### src/rtl/wake_agg_pkg.sv
package wake_agg_pkg;

  localparam int TOP_W   = 64;
  localparam int REG_W   = 32;
  localparam int MUX_W   = 128;
  localparam int GRP_SZ  = 8;
  localparam int ADDR_W  = 8;
  localparam int MUX_WORDS = MUX_W / REG_W;
  localparam int TOP_WORDS = TOP_W / REG_W;

  // word indices (byte offset / 4)
  localparam logic [5:0] WIDX_PEND = 6'h04;
  localparam logic [5:0] WIDX_EN   = 6'h10;
  localparam logic [5:0] WIDX_MUX  = 6'h30;

  typedef enum logic [1:0] {SEL_NONE, SEL_PEND, SEL_EN, SEL_MUX} sel_e;

  typedef struct packed {
    sel_e       sel;
    logic [1:0] idx;
  } dec_t;

  function automatic int first_mux_bit(input int variant);
    return (variant == 1) ? 21 : 19;
  endfunction

  function automatic int num_groups(input int variant);
    return (variant == 1) ? 16 : 13;
  endfunction

  function automatic int num_direct(input int variant);
    return first_mux_bit(variant) - 1;
  endfunction

  // Per-line validity of the muxed inputs
  function automatic logic [MUX_W-1:0] mux_valid_mask(input int variant);
    logic [MUX_W-1:0] m;
    if (variant == 1) begin
      m = '1;
    end else begin
      m = {32'h0000000F, 32'hFFFFFFFF, 32'hFFF80000, 32'hFFFFFFFF};
    end
    return m;
  endfunction

  function automatic int group_of(input int line);
    return line / GRP_SZ;
  endfunction

  // Address decode: aligned word offsets only
  function automatic dec_t decode(input logic [ADDR_W-1:0] addr);
    dec_t d;
    logic [5:0] w;
    d.sel = SEL_NONE;
    d.idx = 2'd0;
    w = addr[ADDR_W-1:2];
    if (addr[1:0] == 2'b00) begin
      if (w[5:1] == WIDX_PEND[5:1]) begin
        d.sel = SEL_PEND;
        d.idx = {1'b0, w[0]};
      end else if (w[5:1] == WIDX_EN[5:1]) begin
        d.sel = SEL_EN;
        d.idx = {1'b0, w[0]};
      end else if (w[5:2] == WIDX_MUX[5:2]) begin
        d.sel = SEL_MUX;
        d.idx = w[1:0];
      end
    end
    return d;
  endfunction

endpackage

### src/rtl/wake_sync.sv
module wake_sync #(
  parameter int W      = 8,
  parameter int STAGES = 2
) (
  input  logic         clk,
  input  logic         rst_n,
  input  logic [W-1:0] d,
  output logic [W-1:0] q
);

  logic [W-1:0] stage_q [STAGES];

  always_ff @(posedge clk or negedge rst_n) begin
    if (!rst_n) begin
      for (int i = 0; i < STAGES; i++) stage_q[i] <= '0;
    end else begin
      stage_q[0] <= d;
      for (int i = 1; i < STAGES; i++) stage_q[i] <= stage_q[i-1];
    end
  end

  assign q = stage_q[STAGES-1];

endmodule

### src/rtl/wake_mux_bank.sv
module wake_mux_bank
  import wake_agg_pkg::*;
#(
  parameter int VARIANT = 0,
  localparam int NG = num_groups(VARIANT)
) (
  input  logic             clk,
  input  logic             rst_n,
  input  logic             wr_en,
  input  logic [1:0]       wr_idx,
  input  logic [REG_W-1:0] wdata,
  input  logic [MUX_W-1:0] lines,
  output logic [MUX_W-1:0] mux_en,
  output logic [NG-1:0]    grp
);

  localparam logic [MUX_W-1:0] VALID = mux_valid_mask(VARIANT);

  logic [MUX_W-1:0] gated;

  always_ff @(posedge clk or negedge rst_n) begin
    if (!rst_n) begin
      mux_en <= '0;
    end else if (wr_en) begin
      mux_en[wr_idx*REG_W +: REG_W] <= wdata & VALID[wr_idx*REG_W +: REG_W];
    end
  end

  assign gated = lines & mux_en;

  for (genvar g = 0; g < NG; g++) begin : g_grp
    assign grp[g] = |gated[g*GRP_SZ +: GRP_SZ];

    // a group bit needs at least one enabled line in its group
    p_grp_needs_en_r4: assert property (@(posedge clk) disable iff (!rst_n)
      grp[g] |-> (|mux_en[g*GRP_SZ +: GRP_SZ]));
  end

  // invalid lines never hold an enable bit
  p_mux_valid_r6: assert property (@(posedge clk) disable iff (!rst_n)
    (mux_en & ~VALID) == '0);

  // bank only changes on its own write strobe
  p_mux_stable_r9: assert property (@(posedge clk) disable iff (!rst_n)
    !wr_en |=> $stable(mux_en));

endmodule

### src/rtl/wake_top_bank.sv
module wake_top_bank
  import wake_agg_pkg::*;
(
  input  logic             clk,
  input  logic             rst_n,
  input  logic             wr_en,
  input  logic             wr_idx,
  input  logic [REG_W-1:0] wdata,
  input  logic [TOP_W-1:0] src,
  output logic [TOP_W-1:0] en,
  output logic [TOP_W-1:0] pend
);

  always_ff @(posedge clk or negedge rst_n) begin
    if (!rst_n) begin
      en <= '0;
    end else if (wr_en) begin
      en[wr_idx*REG_W +: REG_W] <= wdata;
    end
  end

  assign pend = src & en;

  // enables only change on their own write strobe
  p_en_stable_r8: assert property (@(posedge clk) disable iff (!rst_n)
    !wr_en |=> $stable(en));

endmodule

### src/rtl/wake_aggregator.sv
module wake_aggregator
  import wake_agg_pkg::*;
#(
  parameter int VARIANT     = 0,
  parameter int SYNC_STAGES = 2,
  localparam int NUM_DIRECT = num_direct(VARIANT)
) (
  input  logic                  clk,
  input  logic                  rst_n,
  input  logic [NUM_DIRECT-1:0] direct_irq,
  input  logic [MUX_W-1:0]      mux_irq,
  input  logic [ADDR_W-1:0]     reg_addr,
  input  logic                  reg_wr,
  input  logic [REG_W-1:0]      reg_wdata,
  output logic [REG_W-1:0]      reg_rdata,
  output logic                  wake
);

  localparam int FIRST = first_mux_bit(VARIANT);
  localparam int NG    = num_groups(VARIANT);
  localparam int IN_W  = NUM_DIRECT + MUX_W;

  logic [IN_W-1:0]       in_sync;
  logic [NUM_DIRECT-1:0] dir_s;
  logic [MUX_W-1:0]      mux_s;
  logic [MUX_W-1:0]      mux_en;
  logic [NG-1:0]         grp;
  logic [TOP_W-1:0]      src;
  logic [TOP_W-1:0]      en;
  logic [TOP_W-1:0]      pend;
  dec_t                  dec;

  // named events for assertions
  logic ev_wr_en, ev_wr_mux, ev_wr_pend, ev_wr_unmapped;

  wake_sync #(.W(IN_W), .STAGES(SYNC_STAGES)) u_sync (
    .clk   (clk),
    .rst_n (rst_n),
    .d     ({mux_irq, direct_irq}),
    .q     (in_sync)
  );

  assign dir_s = in_sync[NUM_DIRECT-1:0];
  assign mux_s = in_sync[IN_W-1:NUM_DIRECT];

  assign dec            = decode(reg_addr);
  assign ev_wr_en       = reg_wr && (dec.sel == SEL_EN);
  assign ev_wr_mux      = reg_wr && (dec.sel == SEL_MUX);
  assign ev_wr_pend     = reg_wr && (dec.sel == SEL_PEND);
  assign ev_wr_unmapped = reg_wr && (dec.sel == SEL_NONE);

  wake_mux_bank #(.VARIANT(VARIANT)) u_mux (
    .clk    (clk),
    .rst_n  (rst_n),
    .wr_en  (ev_wr_mux),
    .wr_idx (dec.idx),
    .wdata  (reg_wdata),
    .lines  (mux_s),
    .mux_en (mux_en),
    .grp    (grp)
  );

  always_comb begin
    src = '0;
    src[NUM_DIRECT:1] = dir_s;
    src[FIRST +: NG]  = grp;
  end

  wake_top_bank u_top (
    .clk    (clk),
    .rst_n  (rst_n),
    .wr_en  (ev_wr_en),
    .wr_idx (dec.idx[0]),
    .wdata  (reg_wdata),
    .src    (src),
    .en     (en),
    .pend   (pend)
  );

  always_comb begin
    unique case (dec.sel)
      SEL_PEND: reg_rdata = pend[dec.idx[0]*REG_W +: REG_W];
      SEL_EN:   reg_rdata = en[dec.idx[0]*REG_W +: REG_W];
      SEL_MUX:  reg_rdata = mux_en[dec.idx*REG_W +: REG_W];
      default:  reg_rdata = '0;
    endcase
  end

  assign wake = |pend;

  // registers come out of reset cleared
  p_reset_clear_r1: assert property (@(posedge clk) disable iff (!rst_n)
    $rose(rst_n) |-> (en == '0) && (mux_en == '0));

  // wake can only be high with some enable set
  p_wake_needs_en_r7: assert property (@(posedge clk) disable iff (!rst_n)
    wake |-> (|en));

  // pending writes change no register
  p_ro_pend_r8: assert property (@(posedge clk) disable iff (!rst_n)
    ev_wr_pend |=> $stable(en) && $stable(mux_en));

  // unmapped writes change no register
  p_unmapped_r9: assert property (@(posedge clk) disable iff (!rst_n)
    ev_wr_unmapped |=> $stable(en) && $stable(mux_en));

  // unmapped reads return zero
  p_unmapped_rd_r9: assert property (@(posedge clk) disable iff (!rst_n)
    (dec.sel == SEL_NONE) |-> (reg_rdata == '0));

endmodule

### config.mk
export PLATFORM = sky130hd
export DESIGN_NAME = wake_aggregator
export DESIGN_NICKNAME = d
export VERILOG_FILES = /design/src/rtl/wake_agg_pkg.sv /design/src/rtl/wake_sync.sv /design/src/rtl/wake_mux_bank.sv /design/src/rtl/wake_top_bank.sv /design/src/rtl/wake_aggregator.sv
export SDC_FILE = /design/constraint.sdc
export NUM_CORES = 1
export LEC_CHECK = 0
export ABC_AREA = 1
export BUFFER_PORTS_ARGS = -buffer_cell sky130_fd_sc_hd__buf_2
export CAP_MARGIN = 0
export CORE_UTILIZATION = 50
export CTS_CLUSTER_DIAMETER = 150
export CTS_CLUSTER_SIZE = 10
export DETAILED_ROUTE_END_ITERATION = 8
export MAX_ROUTING_LAYER = met4
export PLACE_DENSITY_LB_ADDON = 0.05
export SLEW_MARGIN = 20
export SYNTH_ARGS = -nofsm -noshare
export SYNTH_HDL_FRONTEND = slang
export SYNTH_HIERARCHICAL = 1
export SYNTH_SLANG_ARGS = --single-unit
### constraint.sdc
create_clock -name clk -period 2.5 [get_ports clk]
set_clock_uncertainty 0.2 [all_clocks]
set_input_delay 0.375 -clock clk [delete_from_list [all_inputs] [get_ports clk]]
set_output_delay 0.375 -clock clk [all_outputs]
set_load 0.05 [all_outputs]
* After elaboration in Yosys (flattened, before gate mapping)
Index checks and enable logic that the tools add are counted.
Storage, ports and cells: bits in registers 436, input port bits 189, logic and storage cells 47
Cells by class: reduce and logical (&&, ||, !) cells 17, $add $sub $neg 2, equal/unequal tests 6, shift operators 8, bitwise logic cells 3, muxes and demuxes 7
Operator list (count):
- bitwise mux 128 bit | 1
- variable shift 32 x 34 -> 128 bit (first input constant) | 1
- variable part select 128 x 8 -> 32 bit | 1
- variable part select 128 x 8 -> 32 bit (first input constant) | 1
- variable part select 32 x 34 -> 128 bit | 1
- variable part select 64 x 7 -> 32 bit | 2
- AND 104 bit | 1
- OR reduction 8 bit | 13
- case mux 32 bit (3 select lines) | 1
- AND 32 x 64 -> 64 bit | 1
- bitwise mux 64 bit | 1
- OR reduction 64 bit | 1
- variable shift 32 x 34 -> 64 bit (first input constant) | 1
- variable part select 32 x 34 -> 64 bit | 1
- negator 6 -> 34 bit | 1
- negator 7 -> 34 bit | 1
- AND 32 bit | 1
- 2-to-1 mux 4 bit | 4
- equality test 5 x 2 -> 1 bit (second input constant) | 1
- equality test 5 x 4 -> 1 bit (second input constant) | 1
- equality test 2 bit (second input constant) | 2
- equality test 4 bit (second input constant) | 1
- equality test 2 x 1 -> 1 bit (second input constant) | 1
- logical AND 1 bit | 2
- zero test 2 bit | 1

* Longest topological paths before layout
word-level depth 9, gate-level depth with buffers 17, gate-level depth less buffers 13

* Modules after synthesis
Netlist, hierarchy kept.
By module, submodules not included:
- wake_sync | cells each 438, times used 1, area each 8403.1 um^2
- wake_mux_bank | cells each 853, times used 1, area each 6163.4 um^2
- wake_aggregator | cells each 777, times used 1, area each 3392.0 um^2
- wake_top_bank | cells each 407, times used 1, area each 3044.2 um^2

* Worst setup path before layout
OpenSTA, ideal clock, no wires.
path type in2out, start in reg_addr[6], end out reg_rdata[24], arrival time 2621 ps, stages 13, data required time 1925 ps, path slack -696 ps, path through inv_1 > nor2_2 > nand3_1 > a21oi_1 > inv_1 > ha_1 > buf_2 > inv_1 > clkbuf_1 > nand2_1 > nand3_1 > nand3_1 > a21oi_1
On the way: cells in the longest elaborated chain, start to end 7
RTL lines:
- from (decl) | line wake_aggregator.sv:12 | input logic [ADDR_W-1:0] reg_addr,
- equality test 4 bit | line wake_agg_pkg.sv:64 | end else if (w[5:2] == WIDX_MUX[5:2]) begin
- 2-to-1 mux 4 bit | line wake_agg_pkg.sv:64
- 2-to-1 mux 4 bit | line wake_agg_pkg.sv:61 | end else if (w[5:1] == WIDX_EN[5:1]) begin
- 2-to-1 mux 4 bit * | line wake_agg_pkg.sv:58 | if (w[5:1] == WIDX_PEND[5:1]) begin
- 2-to-1 mux 4 bit * | line wake_agg_pkg.sv:57 | if (addr[1:0] == 2'b00) begin
- variable part select 128 x 8 -> 32 bit (tied with other cells) | line wake_aggregator.sv:84 | SEL_MUX: reg_rdata = mux_en[dec.idx*REG_W +: REG_W];
- case mux 32 bit (3 select lines) * | line wake_aggregator.sv:81 | unique case (dec.sel)
- to (decl) | line wake_aggregator.sv:15 | output logic [REG_W-1:0] reg_rdata,
Every way passes the cells marked *; elsewhere a longest branch is shown, timed or not.

* Worst setup path in the final report
start reg u_mux.mux_en[56], end out wake
On the way: cells in the longest elaborated chain, start to end 4
RTL lines:
- from (decl) | line wake_mux_bank.sv:13 | output logic [MUX_W-1:0] mux_en,
- from (signal, indexed assignment) | line wake_mux_bank.sv:25 | mux_en[wr_idx*REG_W +: REG_W] <= wdata & VALID[wr_idx*REG_W +: REG_W];
- AND 104 bit | line wake_mux_bank.sv:29 | assign gated = lines & mux_en;
- OR reduction 8 bit | line wake_mux_bank.sv:32 | assign grp[g] = |gated[g*GRP_SZ +: GRP_SZ];
- via grp[7] | line wake_aggregator.sv:27 | logic [NG-1:0] grp;
- AND 32 x 64 -> 64 bit | line wake_top_bank.sv:22 | assign pend = src & en;
- via pend[26] | line wake_aggregator.sv:30 | logic [TOP_W-1:0] pend;
- OR reduction 64 bit | line wake_aggregator.sv:89 | assign wake = |pend;
- to (decl) | line wake_aggregator.sv:16 | output logic wake
The timed path passes the listed nets, and every way through them passes these cells.

==> impl_metrics.env <==
export IMPL_io_pins=222
export IMPL_final_util=0.700
export IMPL_clkPwrFrac=0.416
export IMPL_cts_htree_levels=2
export IMPL_numCtsBuffers=49
export IMPL_nets=3026
export IMPL_worst_path_max_fanout=2
export IMPL_post_place_ws_ns=-0.368
export IMPL_cts_num_sinks=436
export IMPL_combPwrFrac=0.085
export IMPL_power_density_mw_per_mm2=559
export IMPL_p_sw_mw=3.63
export IMPL_viasPerCell=4.98
export IMPL_gr_usage_all_layers=0.309
export IMPL_start_util=0.508
export IMPL_switching_share=0.240
export IMPL_die_area_sq_mm=0.0400
export IMPL_drt_total_wl_microns=60000
export IMPL_min_path_type="reg -> reg"
export IMPL_finalNonFillerCells=3347
export IMPL_end_kind="primary output"
export IMPL_rsz0062_at_grt="yes"
export IMPL_cts_tree="yes"
export IMPL_avgSynthCellArea_sq_um=8.17
export IMPL_status="finished, violations left"
export IMPL_wire_per_inst_microns=17.9
export IMPL_relSlewSlack=0.611
export IMPL_layout_drive_gt1_share=0.260
export IMPL_fmax_ghz=0.333
export IMPL_syn_area_sq_mm=0.0196
export IMPL_syn_to_final_growth_pct=37.9
export IMPL_antenna_found_initial=0
export IMPL_die_y_microns=200
export IMPL_antenna_cells=0
export IMPL_ant_nets=0
export IMPL_worst_pin_slew_ns=0.584
export IMPL_setup_violations=33
export IMPL_grt_pass1_wl_microns=89800
export IMPL_critPathArrivalTime_ns=2.43
export IMPL_grt_overflow=0
export IMPL_required_ns=1.92
export IMPL_p_int_mw=11.5
export IMPL_grt_pass1_vias=15941
export IMPL_ir_drop_mv=0.600
export IMPL_yosysWarnings=6
export IMPL_drt_iter0_markers=1257
export IMPL_portBuffers=197
export IMPL_seq_power_share=0.499
export IMPL_maxSlewViolCount=0
export IMPL_finalHoldViolCount=0
export IMPL_drc_errors=0
export IMPL_firstDrtPassIters=6
export IMPL_dp_cells=3057
export IMPL_vias=16659
export IMPL_clk_pin_slew_ns=0.06
export IMPL_core_area_sq_mm=0.0386
export IMPL_hpwl_microns=37500
export IMPL_dieWidth_microns=200
export IMPL_path_class="reg -> out"
export IMPL_power_total_mw=15.1
export IMPL_period_share=1.20
export IMPL_violations="setup timing"
export IMPL_cp_start_kind="flip-flop"
export IMPL_postSynthCellCount=2403
export IMPL_period_minus_slack_ns=3.01
export IMPL_setup_ws_ns=-0.507
export IMPL_cts_root_buf="clkbuf_16"
export IMPL_worstSkewPairLatency_ns=0.58
export IMPL_clk_path_buf_depth=3
export IMPL_nFillCells=2978
export IMPL_p_leak_nw=14.3
export IMPL_cap_viol_max_count=0
export IMPL_grt_max_degree=108
export IMPL_row_count=72
export IMPL_gp_congestion=0.905
## placed cells by master (no fill, tap or decap), drive strengths merged
cell	instances
nand2	919
nor4	11
clkbuf	52
dlygate4sd3	157
nor3	3
clkinv	3
nand3	291
and3	2
a21oi	57
ha	10
inv	284
dfrtp	436
nand3b	3
nor2	151
conb	33
nand4	8
bufbuf	1
bufinv	1
buf	407
## flip-flops by register name, indices dropped and copies added (netlist names)
name,flops
u_mux/mux_en,128
u_sync/stage_q,122
u_top/en,64
u_sync/q,122
## worst paths after layout
path	start	end	slack, ns	cells past startpoint
worst min-delay path	u_sync/stage_q[165]$_DFF_PN0_	u_sync/q[19]$_DFF_PN0_	0.14	0
max in group asynchronous	rst_n	u_top/en[13]$_DFFE_PN0P_	0.67	4
worst max register to register	u_mux/mux_en[15]$_DFFE_PN0P_	u_mux/mux_en[15]$_DFFE_PN0P_	1.43	4
worst max-delay path	u_mux/mux_en[56]$_DFFE_PN0P_	wake	-0.51	11
worst min register to register	u_sync/stage_q[165]$_DFF_PN0_	u_sync/q[19]$_DFF_PN0_	0.14	0
min in group asynchronous	rst_n	u_top/en[11]$_DFFE_PN0P_	0.55	3
## critical path: stages (launching register included)
cell,delay [ns]
dfrtp_1,0.42
nand2_1,0.08
nand2_1,0.05
nor2_1,0.09
nand3b_1,0.20
nand2_1,0.13
inv_2,0.06
nor4_4,0.23
nand2_2,0.12
nor3_4,0.16
nand3_2,0.11
buf_6,0.17
## timing repair
item                                   CTS  global route
pin swaps                              105           123
setup buffers                           43            35
hold buffers                           157             0
gates resized for setup                205           197
endpoints found under the hold margin  659             0
gates cloned                             9             3
setup endpoints to repair               33            38
## power by group through the flow
stage / clock network [mW] / registers [mW] / logic [mW]
4_1_cts: 6.46 / 7.52 / 1.18
3_3_place_gp: 0 / 7.63 / 0.865
3_5_place_dp: 0 / 7.63 / 0.875
2_1_floorplan: 0 / 7.57 / 0.518
5_1_grt: 6.73 / 7.57 / 1.41
6_report: 6.30 / 7.54 / 1.29
## area by class of cell
class	instances	area, sq um	share of cell area
inverter	284	1080	0.0400
timing repair buffer	568	5300	0.196
sequential	436	10900	0.403
clock buffer	49	1230	0.0453
tap	518	648	0.0240
clock inverter	4	88.8	0.00328
multi-input combinational	1488	7800	0.288
## routing by layer
layer | vias to the layer above | wire length, microns | global-route usage | part of all wire
met3 | 110 | 4620 | 0.0465 | 0.077
met1 | 7895 | 27200 | 0.445 | 0.45
met4 | 0 | 1360 | 0.0922 | 0.023
met5 | - | 0 | - | 0
li1 | 7967 | - | - | -
met2 | 687 | 26900 | 0.453 | 0.45
## stage by stage
step	hold WS (ns)	setup TNS (ns)	instance area [sq um]
after floorplan	-0.121	-0.113	20400
after global routing	0.141	-10.71	27100
final	0.141	-8.13	27100
after detailed placement	0.0457	-17.11	21900
after global placement	0.0428	-14.84	21900
after CTS	0.143	-7.35	26100
Power figures use the tool's default switching activity.
